<file path="src/rtl/dwd_pkg.sv">
package dwd_pkg;
    typedef enum logic {
        FEED_IDLE  = 1'b0,
        FEED_ARMED = 1'b1
    } feed_st_e;

    localparam logic [7:0] KEY_ARM  = 8'hA5;
    localparam logic [7:0] KEY_FIRE = 8'h5A;

    // control word bit positions (software-visible)
    localparam int B_ICODE  = 0;
    localparam int B_RCODE  = 4;
    localparam int B_RUN    = 8;
    localparam int B_IFLAG  = 9;
    localparam int B_IEN    = 10;
    localparam int B_REN    = 11;
    localparam int B_RFLAG  = 31;
endpackage

</file>
<file path="src/rtl/dwd_feed_fsm.sv">
module dwd_feed_fsm
    import dwd_pkg::*;
(
    input  logic       clk,
    input  logic       rst_n,
    input  logic       feed_wr_i,
    input  logic [7:0] key_i,
    output logic       restart_o
);
    feed_st_e state_q, state_d;

    always_comb begin
        state_d = state_q;
        unique case (state_q)
            FEED_IDLE:  if (feed_wr_i && key_i == KEY_ARM) state_d = FEED_ARMED;
            FEED_ARMED: if (feed_wr_i) state_d = FEED_IDLE;   // FIRE or ABORT
            default:    state_d = FEED_IDLE;
        endcase
    end

    always_ff @(posedge clk or negedge rst_n) begin
        if (!rst_n) state_q <= FEED_IDLE;
        else        state_q <= state_d;
    end

    always_comb begin
        restart_o = 1'b0;
        unique case (state_q)
            FEED_IDLE:  restart_o = 1'b0;
            FEED_ARMED: restart_o = feed_wr_i && (key_i == KEY_FIRE);
            default:    restart_o = 1'b0;
        endcase
    end

    // any service write while armed returns to idle
    a_r9_abort: assert property (@(posedge clk) disable iff (!rst_n)
        (state_q == FEED_ARMED && feed_wr_i) |=> (state_q == FEED_IDLE));
endmodule

</file>
<file path="src/rtl/dwd_thresh.sv">
module dwd_thresh #(
    parameter int CNT_W = 32
) (
    input  logic [3:0]       code_i,
    input  logic [CNT_W-1:0] cnt_nxt_i,
    output logic             match_o
);
    localparam int TOP = CNT_W - 1;
    localparam int SHW = $clog2(CNT_W);

    logic [SHW-1:0]   shamt;
    logic [CNT_W-1:0] period;

    assign shamt   = SHW'(TOP) - SHW'(code_i);
    assign period  = CNT_W'(1) << shamt;
    assign match_o = (cnt_nxt_i == period);
endmodule

</file>
<file path="src/rtl/dwd_counter.sv">
module dwd_counter #(
    parameter int CNT_W = 32
) (
    input  logic            clk,
    input  logic            rst_n,
    input  logic            en_i,
    input  logic            restart_i,
    input  logic [1:0][3:0] code_i,
    output logic [1:0]      hit_o
);
    logic [CNT_W-1:0] cnt_q;
    logic [CNT_W-1:0] cnt_nxt;
    logic [1:0]       match;

    assign cnt_nxt = cnt_q + CNT_W'(1);

    for (genvar g = 0; g < 2; g++) begin : g_thr
        dwd_thresh #(.CNT_W(CNT_W)) u_thr (
            .code_i    (code_i[g]),
            .cnt_nxt_i (cnt_nxt),
            .match_o   (match[g])
        );
        assign hit_o[g] = en_i && !restart_i && match[g];
    end

    always_ff @(posedge clk or negedge rst_n) begin
        if (!rst_n)         cnt_q <= '0;
        else if (restart_i) cnt_q <= '0;
        else if (en_i)      cnt_q <= cnt_nxt;
    end

    // count holds while stopped
    a_r4_hold: assert property (@(posedge clk) disable iff (!rst_n)
        (!en_i && !restart_i) |=> $stable(cnt_q));
    // a fired key returns the count to zero
    a_r8_restart: assert property (@(posedge clk) disable iff (!rst_n)
        restart_i |=> (cnt_q == '0));
endmodule

</file>
<file path="src/rtl/dual_wdog.sv">
module dual_wdog
    import dwd_pkg::*;
#(
    parameter int CNT_W  = 32,
    parameter int ADDR_W = 3
) (
    input  logic              clk,
    input  logic              rst_n,
    input  logic              reg_wr,
    input  logic [ADDR_W-1:0] reg_addr,
    input  logic [31:0]       reg_wdata,
    output logic [31:0]       reg_rdata,
    output logic              irq,
    output logic              rst_req
);
    localparam logic [ADDR_W-1:0] OFS_CTRL = ADDR_W'(0);
    localparam logic [ADDR_W-1:0] OFS_FEED = ADDR_W'(4);

    logic [3:0] icode_q, rcode_q;
    logic       run_q, ien_q, ren_q;
    logic       iflag_q, rflag_q, rst_req_q;
    logic       ctrl_wr, feed_wr, restart;
    logic [1:0] hit;

    assign ctrl_wr = reg_wr && (reg_addr == OFS_CTRL);
    assign feed_wr = reg_wr && (reg_addr == OFS_FEED);

    dwd_feed_fsm u_feed (
        .clk       (clk),
        .rst_n     (rst_n),
        .feed_wr_i (feed_wr),
        .key_i     (reg_wdata[7:0]),
        .restart_o (restart)
    );

    dwd_counter #(.CNT_W(CNT_W)) u_cnt (
        .clk       (clk),
        .rst_n     (rst_n),
        .en_i      (run_q),
        .restart_i (restart),
        .code_i    ({rcode_q, icode_q}),
        .hit_o     (hit)
    );

    always_ff @(posedge clk or negedge rst_n) begin
        if (!rst_n) begin
            icode_q <= '0;
            rcode_q <= '0;
            run_q   <= 1'b0;
            ien_q   <= 1'b0;
            ren_q   <= 1'b0;
        end else if (ctrl_wr) begin
            icode_q <= reg_wdata[B_ICODE +: 4];
            rcode_q <= reg_wdata[B_RCODE +: 4];
            run_q   <= reg_wdata[B_RUN];
            ien_q   <= reg_wdata[B_IEN];
            ren_q   <= reg_wdata[B_REN];
        end
    end

    // sticky flags: a threshold event wins over a clearing write
    always_ff @(posedge clk or negedge rst_n) begin
        if (!rst_n) begin
            iflag_q   <= 1'b0;
            rflag_q   <= 1'b0;
            rst_req_q <= 1'b0;
        end else begin
            if (hit[0])                          iflag_q <= 1'b1;
            else if (ctrl_wr && !reg_wdata[B_IFLAG]) iflag_q <= 1'b0;
            if (hit[1])                          rflag_q <= 1'b1;
            else if (ctrl_wr && !reg_wdata[B_RFLAG]) rflag_q <= 1'b0;
            rst_req_q <= hit[1] && ren_q;
        end
    end

    always_comb begin
        reg_rdata = '0;
        if (reg_addr == OFS_CTRL) begin
            reg_rdata[B_ICODE +: 4] = icode_q;
            reg_rdata[B_RCODE +: 4] = rcode_q;
            reg_rdata[B_RUN]        = run_q;
            reg_rdata[B_IFLAG]      = iflag_q;
            reg_rdata[B_IEN]        = ien_q;
            reg_rdata[B_REN]        = ren_q;
            reg_rdata[B_RFLAG]      = rflag_q;
        end
    end

    assign irq     = iflag_q && ien_q;
    assign rst_req = rst_req_q;

    // request is never two cycles long
    a_r6_one_cycle: assert property (@(posedge clk) disable iff (!rst_n)
        rst_req |=> !rst_req);
    // request only with reset generation allowed
    a_r6_needs_en: assert property (@(posedge clk) disable iff (!rst_n)
        rst_req |-> $past(ren_q));
    // no flag rises while stopped
    a_r4_no_flag: assert property (@(posedge clk) disable iff (!rst_n)
        !run_q |=> (!$rose(iflag_q) && !$rose(rflag_q)));
    // a flag survives any cycle without a clearing write
    a_r7_sticky: assert property (@(posedge clk) disable iff (!rst_n)
        (iflag_q && !(ctrl_wr && !reg_wdata[B_IFLAG])) |=> iflag_q);
endmodule

</file>
<file path="config.mk">
export PLATFORM = sky130hd
export DESIGN_NAME = dual_wdog
export DESIGN_NICKNAME = d
export VERILOG_FILES = /design/src/rtl/dwd_pkg.sv /design/src/rtl/dwd_feed_fsm.sv /design/src/rtl/dwd_thresh.sv /design/src/rtl/dwd_counter.sv /design/src/rtl/dual_wdog.sv
export SDC_FILE = /design/constraint.sdc
export NUM_CORES = 1
export LEC_CHECK = 0
export ABC_AREA = 1
export BUFFER_PORTS_ARGS = -buffer_cell sky130_fd_sc_hd__clkbuf_2
export CORE_MARGIN = 2
export CORE_UTILIZATION = 57
export DETAILED_ROUTE_END_ITERATION = 16
export HOLD_SLACK_MARGIN = 0.03
export PLACE_DENSITY_LB_ADDON = 0.25
export SLEW_MARGIN = 20
export SYNTH_ARGS = -nofsm -noshare
export SYNTH_HDL_FRONTEND = slang
export SYNTH_SLANG_ARGS = --single-unit
export TNS_END_PERCENT = 100
</file>
<file path="constraint.sdc">
create_clock -name clk -period 2.3 [get_ports clk]
set_input_delay 0.69 -clock clk [delete_from_list [all_inputs] [get_ports clk]]
set_output_delay 0.69 -clock clk [all_outputs]
set_load 0.005 [all_outputs]
</file>
==> impl_metrics.yaml <==
run_status:
  status: "completed"
place:
  post-place-ws_ps: -55.7
  port_buffers: 33
  place_area_sq_um: 4300
  gp_congestion: 0.989
  place_hpwl_microns: 8840
sta:
  fmax_ghz: 0.438
  skew_ps: 8.66
  tightest_slew_ps: 566
  fin_ws_ps: 18.1
  setup_violations: 0
  slew_headroom: 0.623
  hold_viol_final: 0
  rsz0062_at_grt: "yes"
  maxSlewViolCount: 0
  finalCriticalPeriod_ps: 2280
  period_share: 0.992
power:
  p_leak_nw: 2.27
  vdd.ir_drop.worst_v: 0.000651
  p_per_area_nw_per_um2: 725
final_layout:
  n_antenna_cell: 0
  nets: 747
  syn_to_final_growth_pct: 11.4
  nFillCells: 624
  drive_above_1_share: 0.151
  finish.utilization: 0.659
  stdcell_area_sq_um: 4500
grt:
  grt_antenna_before_repair: 0
  grt_pass1_wl_microns: 18300
  grt_pass1_vias: 3973
  grt.total_usage: 0.303
  grt_start_max_net_pins: 32
  overflow: 0
setup_path:
  path_buf_inv: 3
  cp_data_required_time_ps: 1610
  arrival_ps: 1590
  crit_family: "simple AND/OR/NAND/NOR gates"
  startpoint: "reg_addr[0]"
  slowest_stage: "or2_4"
  criticalPathCategory: "input pin to output port"
  cp-end-kind: "output port"
  cp_max_fo: 6
  cp_num_cells: 6
  timing.rr.end: "rst_req"
  critPathLaunchType: "input pin"
  reg2reg_setup_slack_ps: 160
  rr_startpoint: "u_cnt.cnt_q[0]"
  rr_worst_depth: 16
  cp_cell_sequence: "clkbuf_2 -> or2_4 -> nor2_4 -> clkinvlp_4 -> nor2_1 -> buf_2"
  max_stage_delay_ps: 260
  crit_end: "reg_rdata[2]"
cts:
  clk_pin_slew_ps: 90
  cts-htree-levels: 2
  cts_tree: "yes"
  cts.sinks: 47
  hold_buffers: 0
  clkLatencyLatePin_ps: 310
  cts_root_buf: "clkbuf_8"
  cts-buffers-inserted: 5
  clk_path_buf_depth: 2
yosys:
  yosysMostFrequentCell: "nand2_1"
  syn_avg_cell_area_sq_um: 6.06
  synth_ff_type: "dfrtp_1"
  ys_seq_elements: 47
  synthCells: 667
  async_flop_share: 1.00
  yosysSeqAreaShare: 0.291
  synth_top_area_cell: "dfrtp_1"
  synthTopCellsByCount: "nand2_1, nor2_1, inv_1, nand3_1, dfrtp_1"
  synth_top_area_frac: 0.291
  synth_edf_count: 0
  synthDistinctLibCells: 30
  yosys_warnings: 0
  syn-cell-area_sq_um: 4040
  netlist_top_cells_area: "dfrtp_1, nand2_1, nor2_1, inv_1, nand3_1"
run:
  max-cap-violations: 0
floorplan:
  die_h_microns: 88.2
  core_area_sq_um: 6830
  dieArea_sq_um: 7780
  initial_core_util: 0.592
  die_w_microns: 88.2
  rows: 30
  ios: 72
detailed_routing:
  dr_total_vias: 4267
  antenna_left: 0
  route.final.wire_length_microns: 11400
  wire_per_inst_microns: 14.1
  drc: 0
  first_iter_violations: 378
  firstDrtPassIters: 6
  vias_per_cell: 5.30
hold_path:
  hp-class: "input pin to async pin"
==> worst min path at each step <==
| stage | to | slack [ps] |
|---|---|---|
| after floorplan | icode_q[0] | 390 |
| after global placement | rst_req | 500 |
| after detailed placement | rst_req | 500 |
| after CTS | u_cnt.cnt_q[22] | 380 |
| after global routing | u_cnt.cnt_q[22] | 390 |
| final | u_cnt.cnt_q[22] | 360 |
==> where the power goes <==
part / leakage [nW] / total, mW / switching, mW / internal (mW)
Clock: 0.0654 / 0.739 / 0.304 / 0.435
Combinational: 1.58 / 1.31 / 0.849 / 0.461
Sequential: 0.619 / 1.22 / 0.224 / 0.992
Total: 2.27 / 3.26 / 1.38 / 1.89
==> final cells by class <==
| class | instances | area (sq um) | area share |
|---|---|---|---|
| clock buffers | 6 | 72.6 | 0.0161 |
| clock inverters | 2 | 60.1 | 0.0133 |
| inverters | 91 | 342 | 0.0758 |
| multi-input cells | 514 | 2420 | 0.538 |
| flip-flops and latches | 47 | 1180 | 0.261 |
| well taps | 96 | 120 | 0.0267 |
| repair buffers | 48 | 303 | 0.0672 |
| repair inverters | 1 | 7.51 | 0.00167 |
==> registers in the layout, indices dropped and copies added (netlist names) <==
register and cells:
ien_q 1, u_feed.state_q 1, rst_req 1, rflag_q 1
u_cnt.cnt_q 32, icode_q 4, run_q 1, iflag_q 1
ren_q 1, rcode_q 4
==> layout by cell type, fill, tap and decap left out <==
cell        count
buf_2           1
bufinv_16       2
clkbuf_2       32
o21ai_1         2
clkbuf_1        1
clkbuf_8        5
inv_2           3
nand3_2         7
nand2_4         2
inv_1          86
nand2_2        17
buf_12          2
nand3_1        61
o21ai_2         2
xor2_1          4
clkinv_1        2
nor4_1          4
nand4_1         7
dfrtp_1        47
or2_4           1
nand3b_1        9
conb_1         19
nor2_1        105
nand2_1       203
buf_4          13
nor2_4          3
o22ai_1        11
ha_4            1
a21oi_1         6
o31ai_1         1
nor3_1          1
nor2_8          4
clkinvlp_4      1
nor2_2         11
o21ai_0        33
==> through the flow <==
stage | hold slack [ps] | total power, mW | std cells | setup TNS [ps]
2_1_floorplan | 394 | 2.12 | 685 | 0
3_3_place_gp | 496 | 2.41 | 793 | -1.78
3_5_place_dp | 502 | 2.46 | 793 | -499
4_1_cts | 379 | 3.19 | 801 | 0
5_1_grt | 386 | 3.50 | 805 | -103
6_report | 357 | 3.27 | 805 | 0
==> routing by layer <==
| layer | part of all wire | up-vias | global-route usage |
|---|---|---|---|
| met3 | 0.072 | 29 | 0.0569 |
| met1 | 0.43 | 1933 | 0.399 |
| met4 | 0.030 | 0 | 0.105 |
| li1 | - | 2134 | - |
| met2 | 0.47 | 171 | 0.502 |
| met5 | 0 | - | 0 |
==> logic make-up (layout without fill, tap and decap cells) <==
family,Yosys count,count (layout),share of synthesized area
fa+ha+maj,1,1,0.00309
compound gates,55,55,0.0740
buf+inv,124,148,0.133
simple gates,435,435,0.489
flops,47,47,0.291
other cells,1,19,0.000927
xor+xnor,4,4,0.00866
==> worst register-to-register path, cell delays in order, from the launching register on <==
cell	delay [ps]
dfrtp_1	450
ha_4	180
nand2_2	70
nor2_2	140
nand2_2	160
nor2_8	180
buf_12	120
nand2_2	40
nand2_2	70
nand2_2	60
nand2_1	60
nand2_1	60
nor2_1	130
nand2_1	90
nor2_2	100
nand3_2	100
nor2_2	80
==> what timing repair did <==
| item | 4_1_cts | 5_1_grt |
|---|---|---|
| pin swaps | 0 | 6 |
| gates resized for setup | 1 | 8 |
| cloned | 0 | 1 |
| endpoints found under the setup margin | 13 | 16 |
| setup buffers | 0 | 3 |
(Power assumes the default switching activity.)
